$ cat config.mk
export PLATFORM = sky130hd
export DESIGN_NAME = datapoll_host_ctrl
export DESIGN_NICKNAME = d
export VERILOG_FILES = /design/src/rtl/dpoll_pkg.sv /design/src/rtl/dpoll_gap_timer.sv /design/src/rtl/dpoll_budget.sv /design/src/rtl/datapoll_host_ctrl.sv
export SDC_FILE = /design/constraint.sdc
export NUM_CORES = 1
export LEC_CHECK = 0
export BUFFER_PORTS_ARGS = -buffer_cell sky130_fd_sc_hd__buf_2
export CAP_MARGIN = 20
export CORE_UTILIZATION = 49
export CTS_BUF_LIST = sky130_fd_sc_hd__clkbuf_4
export DETAILED_ROUTE_END_ITERATION = 16
export GPL_TIMING_DRIVEN = 0
export PLACE_DENSITY_LB_ADDON = 0.12
export SLEW_MARGIN = 20
export SYNTH_ARGS = -nofsm -noshare
export SYNTH_HDL_FRONTEND = slang
export SYNTH_SLANG_ARGS = --single-unit
$ cat constraint.sdc
create_clock -name clk -period 3.2 [get_ports clk]
set_clock_uncertainty 0.1 [all_clocks]
set_input_delay 0.48 -clock clk [delete_from_list [all_inputs] [get_ports clk]]
set_output_delay 0.48 -clock clk [all_outputs]
set_load 0.005 [all_outputs]
$ cat src/rtl/dpoll_pkg.sv
package dpoll_pkg;

  typedef enum logic [2:0] {
    DP_IDLE = 3'd0,
    DP_REQ  = 3'd1,
    DP_WAIT = 3'd2,
    DP_GAP  = 3'd3,
    DP_DONE = 3'd4
  } dp_state_e;

  // Completion rule for one poll read, given the sampled status bit.
  function automatic logic dp_complete(input logic is_erase,
                                       input logic want,
                                       input logic got);
    return is_erase ? got : (got == want);
  endfunction

endpackage

$ cat src/rtl/dpoll_gap_timer.sv
module dpoll_gap_timer #(
  parameter int GAP_CYC = 2
) (
  input  logic clk,
  input  logic rst_n,
  input  logic load,
  input  logic run,
  output logic expired
);
  localparam int GW = (GAP_CYC < 2) ? 1 : $clog2(GAP_CYC + 1);
  localparam logic [GW-1:0] LAST = GW'(GAP_CYC - 1);

  logic [GW-1:0] cnt_q;

  assign expired = run && (cnt_q == LAST);

  always_ff @(posedge clk or negedge rst_n) begin
    if (!rst_n)        cnt_q <= '0;
    else if (load)     cnt_q <= '0;
    else if (run && !expired) cnt_q <= cnt_q + 1'b1;
  end
endmodule

$ cat src/rtl/dpoll_budget.sv
module dpoll_budget #(
  parameter int CNT_W = 16
) (
  input  logic             clk,
  input  logic             rst_n,
  input  logic             clear,
  input  logic [CNT_W-1:0] limit,
  input  logic             bump,
  output logic             last_read
);
  localparam int EW = CNT_W + 1;

  logic [CNT_W-1:0] used_q;
  logic [CNT_W-1:0] lim_q;
  logic [EW-1:0]    eff_lim;
  logic [EW-1:0]    after;

  assign eff_lim   = (lim_q == '0) ? EW'(1) : {1'b0, lim_q};
  assign after     = {1'b0, used_q} + EW'(1);
  assign last_read = (after >= eff_lim);

  always_ff @(posedge clk or negedge rst_n) begin
    if (!rst_n) begin
      used_q <= '0;
      lim_q  <= '0;
    end else if (clear) begin
      used_q <= '0;
      lim_q  <= limit;
    end else if (bump && !(&used_q)) begin
      used_q <= used_q + 1'b1;
    end
  end
endmodule

$ cat src/rtl/datapoll_host_ctrl.sv
module datapoll_host_ctrl
  import dpoll_pkg::*;
#(
  parameter int ADDR_W   = 24,
  parameter int DATA_W   = 16,
  parameter int CNT_W    = 16,
  parameter int GAP_CYC  = 2,
  parameter int FLAG_BIT = 7
) (
  input  logic              clk,
  input  logic              rst_n,
  input  logic              start_valid,
  output logic              start_ready,
  input  logic              start_erase,
  input  logic [ADDR_W-1:0] start_addr,
  input  logic              start_want,
  input  logic [CNT_W-1:0]  poll_limit,
  output logic              rd_req,
  output logic [ADDR_W-1:0] rd_addr,
  input  logic              rd_rvalid,
  input  logic [DATA_W-1:0] rd_rdata,
  output logic              res_valid,
  input  logic              res_ready,
  output logic [DATA_W-1:0] res_data,
  output logic              res_timeout
);
  dp_state_e st_q, st_d;

  logic              erase_q, want_q, confirm_q, res_to_q;
  logic [ADDR_W-1:0] addr_q;
  logic [DATA_W-1:0] res_q;
  logic accept, resp, poll_resp, done_hit, last_read, gap_over, gap_load;

  assign start_ready = (st_q == DP_IDLE);
  assign accept      = start_valid && start_ready;
  assign resp        = (st_q == DP_WAIT) && rd_rvalid;
  assign poll_resp   = resp && !confirm_q;
  assign done_hit    = dp_complete(erase_q, want_q, rd_rdata[FLAG_BIT]);
  assign gap_load    = resp && (st_d == DP_GAP);

  assign rd_req      = (st_q == DP_REQ);
  assign rd_addr     = addr_q;
  assign res_valid   = (st_q == DP_DONE);
  assign res_data    = res_q;
  assign res_timeout = res_to_q;

  dpoll_gap_timer #(.GAP_CYC(GAP_CYC)) u_gap (
    .clk(clk), .rst_n(rst_n), .load(gap_load),
    .run(st_q == DP_GAP), .expired(gap_over)
  );

  dpoll_budget #(.CNT_W(CNT_W)) u_budget (
    .clk(clk), .rst_n(rst_n), .clear(accept), .limit(poll_limit),
    .bump(poll_resp), .last_read(last_read)
  );

  always_comb begin
    st_d = st_q;
    case (st_q)
      DP_IDLE: if (accept) st_d = DP_REQ;
      DP_REQ:  st_d = DP_WAIT;
      DP_WAIT: begin
        if (resp) begin
          if (confirm_q)      st_d = DP_DONE;
          else if (done_hit)  st_d = DP_GAP;
          else if (last_read) st_d = DP_DONE;
          else                st_d = DP_GAP;
        end
      end
      DP_GAP:  if (gap_over) st_d = DP_REQ;
      DP_DONE: if (res_ready) st_d = DP_IDLE;
      default: st_d = DP_IDLE;
    endcase
  end

  always_ff @(posedge clk or negedge rst_n) begin
    if (!rst_n) begin
      st_q      <= DP_IDLE;
      erase_q   <= 1'b0;
      want_q    <= 1'b0;
      confirm_q <= 1'b0;
      addr_q    <= '0;
      res_q     <= '0;
      res_to_q  <= 1'b0;
    end else begin
      st_q <= st_d;
      if (accept) begin
        erase_q   <= start_erase;
        want_q    <= start_want;
        addr_q    <= start_addr;
        confirm_q <= 1'b0;
      end
      if (poll_resp && done_hit) confirm_q <= 1'b1;
      if (resp && confirm_q) begin
        res_q    <= rd_rdata;
        res_to_q <= 1'b0;
      end else if (poll_resp && !done_hit && last_read) begin
        res_q    <= '0;
        res_to_q <= 1'b1;
      end
    end
  end
endmodule

==> results.md, run 1 <==
- Status: completed
- Total GRT Usage: 0.231
- Antenna cells: 0
- Most used DFF post-synth: dfrtp_1
- Dpl hpwl: 6810 um
- EDFF count, synth: 0
- Peak supply drop: 0.000476 V
- Unique cell type count in the Yosys netlist: 47
- Antenna violations before repair: 0
- Cell with the most instances after synthesis: nand2_1
- Post-route ant nets: 0
- Post-Syn Area: 4030 um2
- Clk buf depth: 2
- Fin nets: approximately 650
- Pleak: 2.73 nW
- GR peak layer: met2
- Highest clock rate: between 300 and 400 MHz
- Period utilisation layout: 0.968
- Met2 Resource Use GR: 0.380
- Area after DPL: 4720 um2
- Syn Nets: 519
- Die H: 92.7 um
- First-pass GRT wire length: 15600 um
- Power per cell area: 743 nW/um2
- Drt pass-1 iters: 4
- Req. time, crit path: about 3.4 ns
- Via Count: between 3000 and 4000
- Syn-to-layout area delta: 27.7%
- CTS Sinks: 81
- Row count: 32
- List of most frequent post-synthesis cells: nand2_1, dfrtp_1, o21ai_0
- Clock Latency Late Sink: 0.42 ns
- DRT Wirelength: 9650 um
- CP arrival: 3.32 ns
- FF+latch count, synth: 81
- Vias in the first global route: 3433
- Yosys top cell by area: dfrtp_1
- Worst Hold Class: in2reg
- Compound-Gate Fraction of Synth Area: 0.107
- Simple-Gate Fraction of Synth Area: 0.239
- Critical path class: reg2reg
- Largest family of logic cells by synthesized area: simple AND/OR/NAND/NOR gates
- Least-Margin Pin Slew: 0.532 ns
- Rel. slew slack: 0.645
- Die width: 92.7 um
- Endpoints failing setup: 0
- Dpl cells: 647
- Seq/Total Area, Yosys: 0.503
- Pin count of the biggest net entering global routing: 58
- Ys async rst share: 1.00
- Switch Pwr: 1.43 mW
- Final Max Tran Viols: 0
- CTS root buffer: clkbuf_4
- Max cap viols: 0
- GRT met3 Usage: 0.0460
- Final instance area: 5150 um2
- Fin. Hold Viols: 0
- Global route overflow: 0
- Total CTS buffers: 9
- CP Capture Type: register
- Yosys warns: 0
- GP Congestion: 0.812
- Min Hold Slack: approximately 0.13 ns
- Power share of the sequential group: 0.426
- TNS Setup: 0 ns
- H-Tree Depth: 3
- Routing usage on met1: 0.310
- Max FO, Critical Path: 10
- Die Area: 8600 um2
- Wire per inst: 14.2 um
- CTS tree: built
- Layout cell share with drive strength beyond 1: 0.322
- Initial DRC count: 112
- Fin cells: roughly 680
- Vias/cell: roughly 5.1
- Sw Share: 0.374
- Clock power share: 0.179
- Core area: 7850 um2
- Period minus WS final: roughly 3.1 ns
- Logic pwr share: 0.395
- Synth area leaders: dfrtp_1, nand2_1, ha_1
- Number of port buffers: 106
- RSZ-0062 raised after global routing: true
- Synth Area in XOR/XNOR: 0.0348
- Post-synthesis mux area share: 0.0112
- Syn_area_per_cell: 9.21 um2
- Synthesized instance count: 438
- IO Count: ~110
- Remaining DRCs: 0
- Setup crit start kind: register
- Final Power: around 3.8 mW
- Clock slew seen by the registers of the worst setup and hold paths: ~0.14 ns
- Post-Synth Adder-Cell Area: 0.0558
- Share of the synthesized area in the top cell type: 0.503
- Initial Util: 0.514
- P_int: between 2 and 2.5 mW
logic make-up (layout without fill, tap and decap cells):
logic type / count (synthesis) / count (layout)
compound gates: 70 / 70
xor+xnor: 16 / 16
fa+ha+maj: 18 / 18
buf+inv: 40 / 179
flops: 81 / 81
mux: 4 / 4
simple gates: 209 / 209
registers in the layout, summed over array words and instances, names as in the netlist:
name             flops
rd_addr             24
u_budget.lim_q      16
confirm_q            1
u_budget.used_q     16
res_timeout          1
erase_q              1
u_gap.cnt_q          2
st_q                 3
res_data            16
want_q               1
worst max-delay path, cell delays in order (launching register included):
cell and delay, ns:
dfrtp_1 0.42, and3_4 0.22, nand3_4 0.08, nor3_4 0.24
nand3_2 0.15, xnor2_2 0.22, ha_4 0.24, a21boi_1 0.13
o21ai_1 0.08, o211ai_1 0.22, a31oi_2 0.14, o311a_4 0.43
buf_8 0.16, o21a_1 0.16
worst paths after layout:
check                                                     from                             end  slack, ns  cells after the start
worst min register to register         rd_addr[21]$_DFFE_PN0P_         rd_addr[21]$_DFFE_PN0P_       0.39                      2
worst min-delay path                             start_addr[2]          rd_addr[2]$_DFFE_PN0P_       0.13                      3
min in group asynchronous                                rst_n  u_budget.used_q[1]$_DFFE_PN0P_       0.40                      2
worst max-delay path            u_budget.used_q[4]$_DFFE_PN0P_         res_timeout$_DFFE_PN0P_       0.10                     13
max in group asynchronous                                rst_n          rd_addr[1]$_DFFE_PN0P_       2.01                      3
worst max register to register  u_budget.used_q[4]$_DFFE_PN0P_         res_timeout$_DFFE_PN0P_       0.10                     13
layout by cell type, fill, tap and decap left out, types with 8 or more instances in the layout:
| master | instances |
|---|---|
| o21ai_1 | 15 |
| inv_1 | 20 |
| buf_2 | 109 |
| o21ai_0 | 25 |
| dfrtp_1 | 78 |
| nand2_1 | 148 |
| buf_4 | 18 |
| clkbuf_1 | 8 |
| nor2_1 | 8 |
| ha_1 | 16 |
| clkbuf_4 | 9 |
| nand3_1 | 11 |
cell type report:
type	count	area, um2
fill	681	2700
sequential	81	2030
clock inverter	6	92.6
inverter	20	75.1
tap	102	128
buffer	20	134
multi-input combinational	317	1910
timing repair buffer	124	712
clock buffer	9	67.6
per-stage QoR:
| step | worst slack [ns] | utilization |
|---|---|---|
| floorplan | 0.156 | - |
| global placement | -0.259 | 0.598 |
| detailed placement | -0.326 | 0.602 |
| CTS | 0.0281 | 0.633 |
| global route | -0.0558 | 0.656 |
| finish | 0.102 | 0.656 |
metal layers:
| metal | vias up | routed length, um | part of all wire |
|---|---|---|---|
| met5 | - | 0 | 0 |
| met4 | 0 | 121 | 0.013 |
| met3 | 12 | 449 | 0.047 |
| met2 | 89 | 4690 | 0.49 |
| met1 | 1618 | 4390 | 0.46 |
| li1 | 1713 | - | - |
power by group through the flow:
stage | logic (mW) | registers [mW] | clock network, mW
after CTS | 1.47 | 1.63 | 0.696
after global placement | 1.36 | 1.64 | 0
after detailed placement | 1.42 | 1.65 | 0
after floorplan | 0.846 | 1.65 | 0
final | 1.51 | 1.63 | 0.686
after global routing | 1.74 | 1.68 | 0.735
timing repair:
| item | in CTS | in global routing |
|---|---|---|
| gates resized for setup | 6 | 33 |
| setup buffers | 7 | 8 |
| hold buffers | 1 | 0 |
| setup endpoints to repair | 22 | 22 |
| endpoints found under the hold margin | 24 | 0 |
| cloned | 0 | 1 |
| pin swaps | 3 | 22 |
(Power assumes the default switching activity.)
==> run 2: changes to the inputs <==
- CORE_UTILIZATION: 49 -> 55
- HOLD_SLACK_MARGIN: default -> 0.08
- clock period: 3.2 -> 3.5 ns (I/O delays scaled with it)
==> results.md, run 2 (synthesis gave the netlist of run 1 again) <==
- Status: completed
- Reg2Reg Setup Slack: roughly 0.22 ns
- Req. time, crit path: 3.73 ns
- Setup crit start kind: register
- Drt pass-1 iters: 5
- Post-route ant nets: 0
- Max FO, Critical Path: 10
- Via Count: 3397
- P_int: about 2.2 mW
- Row count: 30
- Antenna violations before repair: 0
- Total GRT Usage: 0.249
- Fin nets: 640
- CP Capture Type: register
- Antenna cells: 0
- Dpl cells: around 640
- Total CTS buffers: 9
- H-Tree Depth: 3
- Crit path to: u_gap.cnt_q[0]$_DFFE_PN0P_
- Die H: around 88 um
- Vias in the first global route: 3170
- Largest register FFs: 24
- Most frequent cells in the layout: nand2_1, buf_2, dfrtp_1
- Period utilisation layout: 0.937
- Initial DRC count: 149
- Most frequent CP cell: nand4_1
- Pin count of the biggest net entering global routing: 56
- Clock slew seen by the registers of the worst setup and hold paths: 0.14 ns
- Power share of the sequential group: 0.434
- Sw Share: 0.371
- Final Power: 3.44 mW
- CP Depth: 14
- RR Endpoint: u_gap.cnt_q[0]$_DFFE_PN0P_
- Max cap viols: 0
- Critical path cell sequence: ha_4, nand4_1, nor3_4, and2_2, nand3_1, xnor2_2, ha_1, nand4_1, nor2_1, a21oi_1, a31oi_2, o311a_4, buf_6, o21a_1
- Clk buf depth: 2
- First-pass GRT wire length: 14600 um
- Die width: 87.6 um
- PnR worst setup slack: 0.222 ns
- Power per cell area: 698 nW/um2
- Dpl ws: 0.0191 ns
- CTS Sinks: 81
- Worst path buffer plus inverter count: 1
- Wire per inst: about 13 um
- Rel. slew slack: 0.617
- Critical path's slowest cell: dfrtp_2
- TNS Setup: 0 ns
- Fill count: 556
- Initial Util: 0.581
- Switch Pwr: 1.28 mW
- Endpoints failing setup: 0
- Dpl hpwl: about 6600 um
- Crit-path max cell delay: 0.45 ns
- Global route overflow: 0
- Die Area: 7680 um2
- Clock Latency Late Sink: 0.42 ns
- DRT Wirelength: just under 9000 um
- Highest clock rate: just over 300 MHz
- Syn-to-layout area delta: 22.3%
- CTS tree: built
- Period minus WS final: 3.28 ns
- Worst Hold Class: in2reg
- Fin cells: 660
- RSZ-0062 raised after global routing: false
- GP Congestion: 0.874
- CTS root buffer: clkbuf_4
- Peak supply drop: 0.000373 V
- Number of port buffers: 106
- CP arrival: approximately 3.5 ns
- Crit path max-delay family: simple AND/OR/NAND/NOR gates
- Fin. Hold Viols: 0
- Remaining DRCs: 0
- Pleak: 2.61 nW
- Layout cell share with drive strength beyond 1: 0.282
- Clock power share: 0.185
- Logic pwr share: 0.380
- Least-Margin Pin Slew: 0.575 ns
- Crit. Startpoint: u_budget.used_q[1]$_DFFE_PN0P_
- Most common cell after layout, fill and taps aside: nand2_1
- IO Count: 107
- Worst R2R Start: u_budget.used_q[1]$_DFFE_PN0P_
- Vias/cell: 5.15
- Critical path class: reg2reg
- Core area: roughly 7000 um2
- Final Max Tran Viols: 0
- R2R depth: 14
[run 2: what timing repair did]
| action | in CTS | in global routing |
|---|---|---|
| endpoints found under the setup margin | 6 | 22 |
| hold buffers | 1 | 0 |
| setup buffers | 0 | 2 |
| gates cloned | 0 | 0 |
| endpoints found under the hold margin | 26 | 0 |
| resized for setup | 1 | 6 |
| pin swaps | 0 | 2 |
[run 2: through the flow]
stage	hold slack, ns	instance area (um2)	utilization
2_1_floorplan	0.129	4030	-
3_3_place_gp	0.353	4680	0.674
3_5_place_dp	0.356	4710	0.679
4_1_cts	0.160	4890	0.704
5_1_grt	0.166	4930	0.710
6_report	0.173	4930	0.710
[run 2: layer usage]
layer / global-route usage / vias to the layer above / wire, um
met1: 0.343 / 1591 / 4050
met3: 0.0396 / 11 / 459
met5: 0 / - / 0
met2: 0.396 / 98 / 4240
li1: - / 1697 / -
met4: 0.104 / 0 / 161
[run 2: worst min-delay path by stage]
stage	slack, ns	cells past startpoint	start	to
finish	0.17	3	start_addr[5]	rd_addr[5]$_DFFE_PN0P_
global route	0.17	3	start_want	want_q$_DFFE_PN0P_
CTS	0.16	3	start_addr[12]	rd_addr[12]$_DFFE_PN0P_
floorplan	0.13	0	rst_n	confirm_q$_DFFE_PN0P_
global placement	0.35	2	rd_addr[4]$_DFFE_PN0P_	rd_addr[4]$_DFFE_PN0P_
detailed placement	0.36	2	rd_addr[1]$_DFFE_PN0P_	rd_addr[1]$_DFFE_PN0P_
[run 2: power by group through the flow]
stage / logic (mW) / clock network [mW] / registers (mW)
final: 1.31 / 0.638 / 1.49
after global routing: 1.50 / 0.684 / 1.54
after CTS: 1.30 / 0.648 / 1.50
after detailed placement: 1.30 / 0 / 1.52
after global placement: 1.24 / 0 / 1.50
after floorplan: 0.774 / 0 / 1.51
[run 2: cell type report]
cell class                      instances  area (um2)  share of cell area
Buffer                                 20         126              0.0256
Clock buffer                           10        75.1              0.0152
Clock inverter                          6        90.1              0.0183
Inverter                               20        75.1              0.0152
Multi-Input combinational cell        317        1830               0.371
Sequential cell                        81        2030               0.411
Tap cell                               96         120              0.0243
Timing Repair Buffer                  110         586               0.119
[run 2: tightest hold or removal path, delay by kind of cell]
kind / cells / cell delay [ns]
simple gates: 2 / 0.08
buf+inv: 1 / 0.07
